## src/rtl/l1ba_pkg.sv

```systemverilog
package l1ba_pkg;
  typedef enum logic {DIR_RD = 1'b0, DIR_WR = 1'b1} dir_e;
endpackage

```

## src/rtl/l1ba_span.sv

```systemverilog
module l1ba_span #(
  parameter int NBANK      = 8,
  parameter int BANK_BYTES = 8,
  parameter int SIZE_W     = 5,
  parameter int MAX_SIZE   = 16,
  parameter int MAX_SPAN   = 3,
  localparam int OFF_W     = $clog2(BANK_BYTES),
  localparam int BSEL_W    = $clog2(NBANK)
) (
  input  logic [OFF_W+BSEL_W-1:0] offs,
  input  logic [SIZE_W-1:0]       size,
  output logic [NBANK-1:0]        mask
);
  localparam int CW = SIZE_W + 1;

  logic [CW-1:0]     eff;
  logic [CW-1:0]     last_off;
  logic [CW-1:0]     hi_bank;
  logic [BSEL_W-1:0] start;

  always_comb begin
    if (size == '0)                       eff = CW'(1);
    else if (CW'(size) > CW'(MAX_SIZE))   eff = CW'(MAX_SIZE);
    else                                  eff = CW'(size);
    start    = offs[OFF_W +: BSEL_W];
    last_off = CW'(offs[OFF_W-1:0]) + eff - CW'(1);
    hi_bank  = last_off >> OFF_W;
    mask     = '0;
    for (int j = 0; j < MAX_SPAN; j++) begin
      if (CW'(j) <= hi_bank) mask[BSEL_W'(32'(start) + j)] = 1'b1;
    end
  end
endmodule

```

## src/rtl/l1ba_bank_turn.sv

```systemverilog
module l1ba_bank_turn
  import l1ba_pkg::*;
#(
  parameter int TURN = 2,
  localparam int CW  = $clog2(TURN + 2)
) (
  input  logic clk,
  input  logic rst_n,
  input  logic rd_go,
  input  logic wr_go,
  output logic rd_ok,
  output logic wr_ok
);
  dir_e          dir_q;
  logic [CW-1:0] cnt_q;

  assign rd_ok = (cnt_q == '0) || (dir_q == DIR_RD);
  assign wr_ok = (cnt_q == '0) || (dir_q == DIR_WR);

  always_ff @(posedge clk) begin
    if (!rst_n) begin
      dir_q <= DIR_RD;
      cnt_q <= '0;
    end else if (rd_go || wr_go) begin
      dir_q <= wr_go ? DIR_WR : DIR_RD;
      cnt_q <= CW'(TURN);
    end else if (cnt_q != '0) begin
      cnt_q <= cnt_q - CW'(1);
    end
  end
endmodule

```

## src/rtl/l1_bank_arbiter.sv

```systemverilog
module l1_bank_arbiter #(
  parameter int NBANK      = 8,
  parameter int BANK_BYTES = 8,
  parameter int SET_W      = 7,
  parameter int SIZE_W     = 5,
  parameter int MAX_SIZE   = 16,
  parameter int TURN       = 2,
  localparam int OFF_W     = $clog2(BANK_BYTES),
  localparam int BSEL_W    = $clog2(NBANK),
  localparam int SET_LSB   = OFF_W + BSEL_W,
  localparam int ADDR_W    = SET_LSB + SET_W,
  localparam int MAX_SPAN  = (MAX_SIZE + BANK_BYTES - 2) / BANK_BYTES + 1
) (
  input  logic              clk,
  input  logic              rst_n,
  input  logic              ld0_valid,
  input  logic [ADDR_W-1:0] ld0_addr,
  input  logic [SIZE_W-1:0] ld0_size,
  input  logic              ld1_valid,
  input  logic [ADDR_W-1:0] ld1_addr,
  input  logic [SIZE_W-1:0] ld1_size,
  input  logic              st_valid,
  output logic              st_ready,
  input  logic [ADDR_W-1:0] st_addr,
  input  logic [SIZE_W-1:0] st_size,
  output logic [NBANK-1:0]  rd_en,
  output logic [NBANK-1:0]  wr_en,
  output logic              ld0_grant,
  output logic              ld0_replay,
  output logic              ld1_grant,
  output logic              ld1_replay,
  output logic              st_grant,
  output logic              st_replay
);
  localparam int NREQ = 3;

  logic [ADDR_W-1:0] req_addr [NREQ];
  logic [SIZE_W-1:0] req_size [NREQ];
  logic [NBANK-1:0]  req_mask [NREQ];

  assign req_addr[0] = ld0_addr;  assign req_size[0] = ld0_size;
  assign req_addr[1] = ld1_addr;  assign req_size[1] = ld1_size;
  assign req_addr[2] = st_addr;   assign req_size[2] = st_size;

  for (genvar k = 0; k < NREQ; k++) begin : g_span
    l1ba_span #(
      .NBANK(NBANK), .BANK_BYTES(BANK_BYTES), .SIZE_W(SIZE_W),
      .MAX_SIZE(MAX_SIZE), .MAX_SPAN(MAX_SPAN)
    ) u_span (
      .offs(req_addr[k][SET_LSB-1:0]),
      .size(req_size[k]),
      .mask(req_mask[k])
    );
  end

  // Per-bank direction tracking
  logic [NBANK-1:0] rd_ok, wr_ok, rd_go, wr_go;
  for (genvar b = 0; b < NBANK; b++) begin : g_bank
    l1ba_bank_turn #(.TURN(TURN)) u_turn (
      .clk(clk), .rst_n(rst_n),
      .rd_go(rd_go[b]), .wr_go(wr_go[b]),
      .rd_ok(rd_ok[b]), .wr_ok(wr_ok[b])
    );
  end

  // Held store
  logic             pend_q;
  logic [NBANK-1:0] pend_mask_q;

  logic             ld0_go, ld1_go, ld_clash, st_live, st_go;
  logic [NBANK-1:0] st_mask;

  always_comb begin
    ld_clash = ld0_valid && ld1_valid && ((req_mask[0] & req_mask[1]) != '0) &&
               (ld0_addr[SET_LSB +: SET_W] != ld1_addr[SET_LSB +: SET_W]);
    ld0_go   = ld0_valid && ((req_mask[0] & ~rd_ok) == '0);
    ld1_go   = ld1_valid && !ld_clash && ((req_mask[1] & ~rd_ok) == '0);
    rd_go    = (ld0_go ? req_mask[0] : '0) | (ld1_go ? req_mask[1] : '0);
    st_live  = pend_q || st_valid;
    st_mask  = pend_q ? pend_mask_q : req_mask[2];
    st_go    = st_live && ((st_mask & ~wr_ok) == '0) && ((st_mask & rd_go) == '0);
    wr_go    = st_go ? st_mask : '0;
  end

  assign st_ready = !pend_q;

  always_ff @(posedge clk) begin
    if (!rst_n) begin
      pend_q      <= 1'b0;
      pend_mask_q <= '0;
      rd_en       <= '0;
      wr_en       <= '0;
      ld0_grant   <= 1'b0;
      ld0_replay  <= 1'b0;
      ld1_grant   <= 1'b0;
      ld1_replay  <= 1'b0;
      st_grant    <= 1'b0;
      st_replay   <= 1'b0;
    end else begin
      if (st_go) begin
        pend_q <= 1'b0;
      end else if (st_live) begin
        pend_q      <= 1'b1;
        pend_mask_q <= st_mask;
      end
      rd_en      <= rd_go;
      wr_en      <= wr_go;
      ld0_grant  <= ld0_go;
      ld0_replay <= ld0_valid && !ld0_go;
      ld1_grant  <= ld1_go;
      ld1_replay <= ld1_valid && !ld1_go;
      st_grant   <= st_go;
      st_replay  <= st_live && !st_go;
    end
  end
endmodule

```

## config.mk

```make
export PLATFORM = sky130hd
export DESIGN_NAME = l1_bank_arbiter
export DESIGN_NICKNAME = d
export VERILOG_FILES = /design/src/rtl/l1ba_pkg.sv /design/src/rtl/l1ba_span.sv /design/src/rtl/l1ba_bank_turn.sv /design/src/rtl/l1_bank_arbiter.sv
export SDC_FILE = /design/constraint.sdc
export NUM_CORES = 1
export LEC_CHECK = 0
export ABC_AREA = 1
export BUFFER_PORTS_ARGS = -buffer_cell sky130_fd_sc_hd__buf_2
export CAP_MARGIN = 10
export CORE_MARGIN = 1.5
export CORE_UTILIZATION = 40
export DETAILED_ROUTE_END_ITERATION = 8
export REMOVE_ABC_BUFFERS = 1
export SYNTH_ARGS = -nofsm -noshare
export SYNTH_HDL_FRONTEND = slang
export SYNTH_SLANG_ARGS = --single-unit
export TNS_END_PERCENT = 50
```

## constraint.sdc

```tcl
create_clock -name clk -period 6.7 [get_ports clk]
set_clock_uncertainty 0.15 [all_clocks]
set_input_delay 1.005 -clock clk [delete_from_list [all_inputs] [get_ports clk]]
set_output_delay 1.005 -clock clk [all_outputs]
set_load 0.01 [all_outputs]
```

==> flow_metrics.env <==
export IMPL_status="complete, no violations"
export IMPL_wl_met1_um=4410
export IMPL_post_cts_buffers=0
export IMPL_coreArea_um2=10300
export IMPL_cp_top_family="simple AND/OR/NAND/NOR gates"
export IMPL_clk_latency_ns=0.31
export IMPL_crit_buf_inv=3
export IMPL_crit_path_start_kind="input port"
export IMPL_hp_class="reg -> reg"
export IMPL_critPathKind="in -> reg"
export IMPL_ys_warnings_count=0
export IMPL_gp_congestion=0.874
export IMPL_syn_to_final_growth_pct=13.6
export IMPL_hold_violations=0
export IMPL_slew_violations=0
export IMPL_ys_seq_elements=55
export IMPL_tns_ns=0
export IMPL_worst_pin_slew_ns=1.06
export IMPL_first_global_vias=3905
export IMPL_post_route_min_period_ns=4.21
export IMPL_cp_end_kind="flip-flop"
export IMPL_synth_distinct_cells=36
export IMPL_dpl_cell_area_um2=4700
export IMPL_power_leakage_nw=2.63
export IMPL_firstDrtPassIters=4
export IMPL_synthCells=695
export IMPL_io_buffers=74
export IMPL_slowest_delay_ns=0.34
export IMPL_overflow=0
export IMPL_rsz0062_at_grt="false"
export IMPL_ir_drop_mv=0.124
export IMPL_fin_area_um2=4790
export IMPL_die_y_um=106
export IMPL_grtUsageTotal_pct=17.6
export IMPL_required_ns=6.80
export IMPL_ctsHoldBuffers=0
export IMPL_cts_tree="built"
export IMPL_die_w_um=106
export IMPL_p_per_area_nw_per_um2=248
export IMPL_cts_max_path_buffers=2
export IMPL_grt_pass1_wl_um=16500
export IMPL_final_antenna_net_count=0
export IMPL_initial_utilization_pct=41.1
export IMPL_finalCritPeriodShare_pct=62.9
export IMPL_vias=4265
export IMPL_setup_violations=0
export IMPL_dieArea_um2=11200
export IMPL_crit_arrival_ns=4.32
export IMPL_cp_common_cell="nand2_1"
export IMPL_root_buffer="clkbuf_8"
export IMPL_diodes=0
export IMPL_clock_sinks=55
export IMPL_slowest_stage="a21oi_1"
export IMPL_dp_cells=893
export IMPL_routedWlPerCell_um=10.6
export IMPL_synth_seq_area_share_pct=26.1
export IMPL_drive_above_1_share_pct=18.6
export IMPL_cts_resized=0
export IMPL_dp_hpwl_um=7690
export IMPL_top_level_ports=82
export IMPL_max_freq_ghz=0.237
export IMPL_cts_made_buffers=5
export IMPL_grt_max_degree=34
export IMPL_drt_vias_per_instance=4.73
export IMPL_fill_cells=1092
export IMPL_cp_max_fo=9
export IMPL_drtIter0Drc=195
export IMPL_dr_wl_met3_um=420
export IMPL_maxCapViolCount=0
export IMPL_finalPower_w=0.00119
export IMPL_rows=37
export IMPL_fin_nets=839
export IMPL_clk_pin_slew_ns=0.11
export IMPL_top_layer="met4"
export IMPL_drcViolationCount=0
export IMPL_syn_area_um2=4220
export IMPL_layout_cells_non_filler=901
export IMPL_wl_met2_um=4630
export IMPL_routed_wl_um=9580
export IMPL_htree_levels=2
export IMPL_avgSynthCellArea_um2=6.07
export IMPL_max_slew_margin_pct=29.3
export IMPL_antenna_found_initial=0
power by group:
part / leakage, nW / internal [W] / switching [W]
Combinational: 2.13 / 0.000200 / 0.000357
Clock: 0.0511 / 0.0000793 / 0.000121
Sequential: 0.451 / 0.000397 / 0.0000346
Total: 2.63 / 0.000676 / 0.000513
per-layer routing:
metal	track usage (%)	up-vias
met5	0	-
met2	32.1	92
met3	1.98	10
met4	4.63	0
met1	21.9	1877
li1	-	2286
cell usage after synthesis (all sizes together):
cell,number,area share [%]
clkbuf,5,0.44
and3,5,0.74
nor2,110,11
or2,9,1.3
a21oi,22,3.3
a21boi,2,0.36
dfxtp,55,26
xor2,4,0.83
o21ai,13,1.5
and2,1,0.21
nand3b,4,0.80
nand4,3,0.44
inv,113,10
nor4,1,0.15
buf,7,1.1
nand2,213,21
nor3,30,3.6
ha,16,4.7
xnor2,8,1.7
nand3,74,11
flip-flops by register name (all words and copies together) (netlist names):
name / count
st_replay: 1
st_grant: 1
ld0_grant: 1
g_bank.u_turn.dir_q: 8
ld0_replay: 1
pend_q: 1
ld1_grant: 1
pend_mask_q: 8
wr_en: 8
g_bank.u_turn.cnt_q: 16
ld1_replay: 1
rd_en: 8
kinds of logic after synthesis:
| group | count (synthesis) | share of synthesized area (%) |
|---|---|---|
| flip-flops | 55 | 26.1 |
| buffers and inverters | 125 | 11.6 |
| XOR/XNOR | 12 | 2.49 |
| AO/OA/AOI/OAI | 37 | 5.22 |
| AND/OR/NAND/NOR | 450 | 49.9 |
| adder cells (fa/ha/maj) | 16 | 4.74 |
cells in the final DEF (no fill, tap or decap), types with 7 or more instances in the layout:
| cell type | count |
|---|---|
| buf_2 | 74 |
| nand2_2 | 18 |
| nor2_1 | 102 |
| o21ai_1 | 7 |
| nand3_1 | 65 |
| dfxtp_1 | 55 |
| xnor2_1 | 8 |
| a21oi_1 | 16 |
| or2_2 | 9 |
| nor3_1 | 30 |
| inv_1 | 111 |
| nand2_1 | 189 |
| ha_1 | 16 |
path summary, 6_finish.rpt:
kind | from | end | slack, ns | cells after the start
setup / recovery | ld1_size[0] | g_bank[7].u_turn.dir_q | 2.49 | 29
hold / removal | g_bank[1].u_turn.dir_q | g_bank[1].u_turn.dir_q | 0.33 | 2
setup reg to reg | pend_q | g_bank[7].u_turn.dir_q | 4.18 | 13
hold reg to reg | g_bank[1].u_turn.dir_q | g_bank[1].u_turn.dir_q | 0.33 | 2
worst min-delay path, stage by stage, from the launching register on:
cell and delay [ns]:
dfxtp_1 0.33, nand2_1 0.06, a21oi_1 0.05
layout make-up:
class	count	area [µm²]	share of cell area [%]
well taps	136	170	3.55
flip-flops and latches	55	1100	23.0
clock inverters	3	28.8	0.600
repair buffers	74	370	7.72
inverters	113	424	8.85
multi-input cells	515	2630	54.9
clock buffers	5	68.8	1.44
stage by stage:
stage	setup slack (ns)	hold WS [ns]	utilization (%)
floorplan	2.75	0.294	-
global placement	2.20	0.302	45.7
detailed placement	2.13	0.314	45.7
CTS	2.45	0.330	46.7
global route	2.02	0.348	46.7
finish	2.49	0.332	46.7
No activity file was read; power rests on OpenSTA's default activity.
